File: src/rtl/irq_state_pkg.sv
package irq_state_pkg;
   localparam int unsigned MAX_SRC = 64;

   typedef enum logic {
      KIND_LEVEL = 1'b0,
      KIND_PULSE = 1'b1
   } src_kind_e;
endpackage

File: src/rtl/irq_src_cell.sv
module irq_src_cell
   import irq_state_pkg::*;
(
   input  logic clk,
   input  logic rst_n,
   input  logic line_i,
   input  logic kind_i,
   input  logic sw_set_i,
   input  logic sw_clr_i,
   input  logic en_set_i,
   input  logic en_clr_i,
   input  logic enter_i,
   input  logic leave_i,
   output logic pend_o,
   output logic act_o,
   output logic en_o
);
   logic line_q, pend_q, act_q, en_q;
   logic rise, keep, hw, cand, pend_d, act_d;
   logic is_pulse;

   assign is_pulse = (src_kind_e'(kind_i) == KIND_PULSE);
   assign rise     = line_i & ~line_q;

   always_comb begin
      if (enter_i) begin
         act_d = 1'b1;
         keep  = 1'b0;
         hw    = is_pulse ? rise : 1'b0;
      end else if (leave_i && act_q) begin
         act_d = 1'b0;
         keep  = is_pulse ? pend_q : 1'b0;
         hw    = is_pulse ? rise : line_i;
      end else begin
         act_d = act_q;
         keep  = pend_q;
         hw    = is_pulse ? rise : (line_i & ~act_q);
      end
      cand = keep | hw;
      if (sw_clr_i)
         pend_d = (is_pulse || !line_i) ? 1'b0 : cand;
      else
         pend_d = cand | sw_set_i;
   end

   always_ff @(posedge clk or negedge rst_n) begin
      if (!rst_n) begin
         line_q <= 1'b0;
         pend_q <= 1'b0;
         act_q  <= 1'b0;
         en_q   <= 1'b0;
      end else begin
         line_q <= line_i;
         pend_q <= pend_d;
         act_q  <= act_d;
         en_q   <= (en_q | en_set_i) & ~en_clr_i;
      end
   end

   assign pend_o = pend_q;
   assign act_o  = act_q;
   assign en_o   = en_q;
endmodule

File: src/rtl/irq_lowest_pick.sv
module irq_lowest_pick #(
   parameter int unsigned WIDTH = 8,
   localparam int unsigned IW = (WIDTH > 1) ? $clog2(WIDTH) : 1
) (
   input  logic [WIDTH-1:0] vec_i,
   output logic             any_o,
   output logic [IW-1:0]    idx_o
);
   always_comb begin
      idx_o = '0;
      for (int k = WIDTH - 1; k >= 0; k--) begin
         if (vec_i[k]) idx_o = IW'(k);
      end
   end
   assign any_o = |vec_i;
endmodule

File: src/rtl/irq_state_tracker.sv
module irq_state_tracker
   import irq_state_pkg::*;
#(
   parameter int unsigned NUM_SRC = 8,
   localparam int unsigned IDX_W = (NUM_SRC > 1) ? $clog2(NUM_SRC) : 1
) (
   input  logic               clk,
   input  logic               rst_n,
   input  logic [NUM_SRC-1:0] line_i,
   input  logic               cfg_we_i,
   input  logic [NUM_SRC-1:0] cfg_pulse_i,
   input  logic [NUM_SRC-1:0] set_pend_i,
   input  logic [NUM_SRC-1:0] clr_pend_i,
   input  logic [NUM_SRC-1:0] set_en_i,
   input  logic [NUM_SRC-1:0] clr_en_i,
   input  logic               take_i,
   input  logic [IDX_W-1:0]   take_idx_i,
   input  logic               ret_i,
   output logic [NUM_SRC-1:0] pend_o,
   output logic [NUM_SRC-1:0] act_o,
   output logic [NUM_SRC-1:0] en_o,
   output logic [NUM_SRC-1:0] kind_o,
   output logic               req_o,
   output logic [IDX_W-1:0]   req_idx_o
);
   if (NUM_SRC < 2 || NUM_SRC > MAX_SRC) begin : g_bad_count
      $error("irq_state_tracker: NUM_SRC out of range");
   end

   logic [NUM_SRC-1:0] kind_q;
   logic [NUM_SRC-1:0] ready;
   logic               any_ready;

   always_ff @(posedge clk or negedge rst_n) begin
      if (!rst_n)        kind_q <= {NUM_SRC{KIND_LEVEL}};
      else if (cfg_we_i) kind_q <= cfg_pulse_i;
   end

   for (genvar i = 0; i < NUM_SRC; i++) begin : g_src
      irq_src_cell u_cell (
         .clk      (clk),
         .rst_n    (rst_n),
         .line_i   (line_i[i]),
         .kind_i   (kind_q[i]),
         .sw_set_i (set_pend_i[i]),
         .sw_clr_i (clr_pend_i[i]),
         .en_set_i (set_en_i[i]),
         .en_clr_i (clr_en_i[i]),
         .enter_i  (take_i && (take_idx_i == IDX_W'(i))),
         .leave_i  (ret_i),
         .pend_o   (pend_o[i]),
         .act_o    (act_o[i]),
         .en_o     (en_o[i])
      );
   end

   assign ready = pend_o & en_o;

   irq_lowest_pick #(.WIDTH(NUM_SRC)) u_pick (
      .vec_i (ready),
      .any_o (any_ready),
      .idx_o (req_idx_o)
   );

   assign req_o  = any_ready && (act_o == '0);
   assign kind_o = kind_q;
endmodule

File: config.mk
export PLATFORM = sky130hd
export DESIGN_NAME = irq_state_tracker
export DESIGN_NICKNAME = d
export VERILOG_FILES = /design/src/rtl/irq_state_pkg.sv /design/src/rtl/irq_src_cell.sv /design/src/rtl/irq_lowest_pick.sv /design/src/rtl/irq_state_tracker.sv
export SDC_FILE = /design/constraint.sdc
export NUM_CORES = 1
export LEC_CHECK = 0
export BUFFER_PORTS_ARGS = -buffer_cell sky130_fd_sc_hd__clkbuf_2
export CAP_MARGIN = 20
export CORE_MARGIN = 2
export CORE_UTILIZATION = 35
export CTS_CLUSTER_DIAMETER = 80
export DETAILED_ROUTE_END_ITERATION = 12
export HOLD_SLACK_MARGIN = 0.03
export PLACE_DENSITY = 0.7
export SYNTH_ARGS = -nofsm -noshare
export SYNTH_HDL_FRONTEND = slang
export SYNTH_SLANG_ARGS = --single-unit
export TNS_END_PERCENT = 50
File: constraint.sdc
create_clock -name clk -period 1.7 [get_ports clk]
set_input_delay 0.51 -clock clk [delete_from_list [all_inputs] [get_ports clk]]
set_output_delay 0.51 -clock clk [all_outputs]
set_load 0.02 [all_outputs]
Word-level counts from Yosys, hierarchy flattened
Index checks and enable logic that the tools add are counted.

Register bits after elaboration: 40. Latch bits: 0. RAM bits: 0. Memory bits (read-only): 0. Input port bits: 56. Output and inout port bits: 36. Word-level logic and storage cells: 261. Memories: 0.

$add $sub $neg: 0. Multipliers: 0. Div/mod/pow operators: 0. Order comparisons: 0. Equality and inequality tests: 7. Shifts and indexed selects: 0. Muxes and demuxes: 104. Bitwise operators: 73. Reductions and logical operators: 44.

Operators by type and width (count): 1-bit two-way mux (96); 1-bit bitwise AND (24); 3-bit two-way mux (8); 1-bit NOT (24); 1-bit bitwise OR (24); 1-bit logical AND (17); 2-bit nonzero test (8); 3-bit equality test, second input constant (4); 8-bit bitwise AND (1); 1-bit zero test (8); 8-bit zero test (1); 1-bit logical OR (8); 8-bit OR reduction (1); 3-bit by 2-bit equality test with 1-bit output, second input constant (2); 3-bit by 1-bit equality test with 1-bit output, second input constant (1); 3-bit zero test (1).

Logic depth before layout (Yosys ltp)
Depth in word-level cells: 9. Mapped depth: 5. Mapped depth without buffers: 4.

Hierarchy
From an unflattened synthesis, not the netlist that was laid out.

Cell total of the unflattened synthesis: 174. Area, all modules: 1844.3 um2.

By module, submodules not included: irq_src_cell (instances 8, cells each 15, area an instance 162.7 um2, sequential area each 100.1 um2); irq_state_tracker (instances 1, cells each 41, area an instance 461.7 um2, sequential area each 200.2 um2); irq_lowest_pick (instances 1, cells each 13, area an instance 81.3 um2, sequential area each 0.0 um2).

Worst setup path before layout
No wires, ideal clock.

Path type: reg2out. From: register g_src[6].u_cell.pend_q. To: output req_idx_o[0]. Data arrival time: 1.189 ns. Data required time: 1.190 ns. Setup slack: 0.001 ns. Cell stages (with the launch flop): 5. Path buffers: 0. Cell sequence: dfrtp_1 -> nand2_1 -> a32o_1 -> a22oi_1 -> o21ai_0.

Word-level cells in the longest chain between the ends: 8.

RTL lines: start: declaration (line irq_src_cell.sv:18) `logic line_q, pend_q, act_q, en_q;`; start signal: assignment (line irq_src_cell.sv:54) `pend_q <= pend_d;`; 8-bit bitwise AND (line irq_state_tracker.sv:57) `assign ready = pend_o & en_o;`; 3-bit two-way mux (7 in a row) (line irq_lowest_pick.sv:12) `if (vec_i[k]) idx_o = IW'(k);`; end: declaration (line irq_state_tracker.sv:24) `output logic [IDX_W-1:0] req_idx_o`.

No other way between the ends.

Final worst setup path
From: register g_src[5].u_cell.act_q. To: output req_o.

Word-level cells in the longest chain between the ends: 2.

RTL lines: start: declaration (line irq_src_cell.sv:18); start signal: assignment (line irq_src_cell.sv:55) `act_q <= act_d;`; 8-bit zero test (line irq_state_tracker.sv:65) `assign req_o = any_ready && (act_o == '0);`; 1-bit logical AND (line irq_state_tracker.sv:65); end: declaration (line irq_state_tracker.sv:23) `output logic req_o,`.

No other way between the ends.

==> impl_results.md <==
- Core Box Area: 0.005851 mm²
- Num CTS Buffers: 5
- PD cells: 903.4 mW/mm²
- Normalized max-slew margin: 0.8009
- Final setup margin: -235.8 ps
- Die Area: 0.006589 mm²
- Area share of the largest cell type after synthesis: 0.4802
- Share of layout cells above drive strength 1: 0.4600
- Residual DRC: 0
- R2R depth: 4
- Effective utilization at floorplan: 0.3563
- Die width: 81.18 µm
- Initial antenna violation count: 0
- ANT cells: 0
- Hold Path Class: in -> async
- Async SR Flop Fraction: 1.000
- Port Buffers: 91
- Global-route wire length before repair: 8286 µm
- Htree depth: 2
- Critical path required time: 1190 ps
- Clock slew at reported path FFs: 80 ps
- Vias per cell: 4.819
- Post-synthesis cell count: 218
- Setup Viol. Count Final: 4
- Root Driver: clkbuf_8
- Slew Limit Fails: 0
- CP Max Fanout: 2
- Fin crit period: 1936 ps
- Gr ovfl total: 0
- CTS tree: yes
- Initial DRC count: 95
- Synth area leader: dfrtp_1
- Top_reg_cell synth: dfrtp_1
- Top-count cell post-synth: dfrtp_1
- GRT Util Overall: 0.1675
- Synth Warn #: 0
- Sequential share of the synthesized area: 0.4802
- Area contributors post-synth: dfrtp_1, buf_4, nand2_1
- Routability cong.: 0.7862
- Period utilization: 1.139
- Max-Cap Viols: 0
- Vias in the first global route: 1692
- WL final: 5109 µm
- Placed wire-length estimate: 4051 µm
- Die Y: 81.18 µm
- Post-synth EDFFs: 0
- Rows: 28
- VDD IR max: 0.3513 mV
- Critical path endpoint category: output port
- RSZ-0062 raised after global routing: yes
- Area growth syn-to-layout: 29.65%
- Final hold viol count: 0
- Latest clock arrival within the worst-skew pair: 290 ps
- Hold_ws: 177.1 ps
- Static Leak: 1.369 nW
- Mapped Area: 0.002084 mm²
- Via count: 1807
- CTS Hold Bufs: 0
- Ports: 92
- Syn Area/Cell: 9.562 µm²
- Skew final: 8.961 ps
- Setup TNS: -561.0 ps
- WS Path Type: reg -> out
- Critical path arrival: 1430 ps
- Clock Sinks: 40
- Largest net degree at the start of global routing: 41
- Failing checks: setup timing
- FF+latch count, synth: 40
- Max Freq: 516.6 MHz
- Crit start category: flop
- Max clock buf depth: 2
- Top post-synthesis cells by count: dfrtp_1, buf_4, nand2_1
- Worst-Margin Slew: 298.6 ps
- Fillers: 598
- Cell variety after synth: 34
- Syn_nets: 274
- Nets: 355
- Wire length per cell: 13.62 µm
- Detailed Routing Iterations Pass 1: 4
- Outcome: complete, but fails checks
- Number of routed nets with antenna violations: 0
==> cells by family after synthesis <==
kind of cell,Yosys count,synth area share
AO/OA/AOI/OAI,43,0.1465
flip-flops,40,0.4802
buffers and inverters,54,0.1573
multiplexers,6,0.03241
AND/OR/NAND/NOR,75,0.1837
==> layout make-up <==
| cell class | instances | area, µm² | area share |
|---|---|---|---|
| clock buffers | 6 | 72.57 | 0.02685 |
| clock inverters | 2 | 35.03 | 0.01296 |
| inverters | 18 | 67.56 | 0.02500 |
| multi-input cells | 124 | 802.0 | 0.2968 |
| flip-flops and latches | 40 | 1005 | 0.3718 |
| well taps | 75 | 93.84 | 0.03472 |
| repair buffers | 110 | 626.9 | 0.2319 |
==> critical path, stage by stage, from the launching register on <==
cell      delay, ps
dfrtp_1         390
nor4_2          290
nand2_1         110
a41oi_2         180
clkbuf_8        180
==> sequential cells by signal, indices dropped and copies added (netlist names) <==
signal and cells:
g_src.u_cell.act_o 8, g_src.u_cell.en_o 8, g_src.u_cell.line_q 8, g_src.u_cell.pend_o 8
kind_o 8
==> timing repair <==
item	4_1_cts	5_1_grt
endpoints found under the setup margin	4	4
hold endpoints to repair	0	0
buffers inserted	0	1
gates resized for setup	18	3
pin swaps	7	2
==> where the power goes <==
group	total (mW)	internal (mW)	switching [mW]	leakage [nW]
logic	0.575	0.258	0.317	0.830
clock network	0.768	0.436	0.332	0.0552
registers	1.10	1.03	0.0723	0.484
total	2.44	1.72	0.722	1.37
==> per-stage QoR <==
step / std cells / power, mW / setup slack, ps / util / area [µm²]
after floorplan: 218 / 1.468 / 0.6577 / - / 2085
after global placement: 366 / 1.647 / 67.69 / 0.4309 / 2521
after detailed placement: 366 / 1.660 / -25.78 / 0.4309 / 2521
after CTS: 374 / 2.469 / -286.9 / 0.4594 / 2688
after global routing: 375 / 2.587 / -318.1 / 0.4619 / 2703
final: 375 / 2.442 / -235.8 / 0.4619 / 2703
==> layout by cell type, fill, tap and decap left out, types with 5 or more instances in the layout <==
| cell | n |
|---|---|
| inv_1 | 18 |
| nand2_1 | 19 |
| nand3b_1 | 5 |
| mux2_2 | 6 |
| o21ai_0 | 6 |
| nand3_1 | 8 |
| clkbuf_8 | 6 |
| clkbuf_2 | 87 |
| dfrtp_1 | 37 |
| or2_1 | 5 |
| a31oi_1 | 8 |
| nor2_1 | 21 |
| buf_4 | 19 |
==> worst paths after layout <==
| path | start | to | slack (ps) |
|---|---|---|---|
| max | g_src[5].u_cell.act_o | req_o | -240 |
| min | rst_n | g_src[1].u_cell.en_o | 180 |
| max reg2reg | g_src[4].u_cell.act_o | g_src[4].u_cell.pend_o | 470 |
| min reg2reg | g_src[4].u_cell.en_o | g_src[4].u_cell.en_o | 550 |
| max in group asynchronous | rst_n | g_src[0].u_cell.pend_o | 1300 |
| min in group clk | line_i[4] | g_src[4].u_cell.line_q | 340 |
==> per-layer routing <==
layer,routed length [µm],GRT usage
met5,0,0
met3,327,0.03667
met4,69,0.05593
met1,2327,0.2222
met2,2385,0.2711
Note: power is estimated with default switching activity, not from simulation.
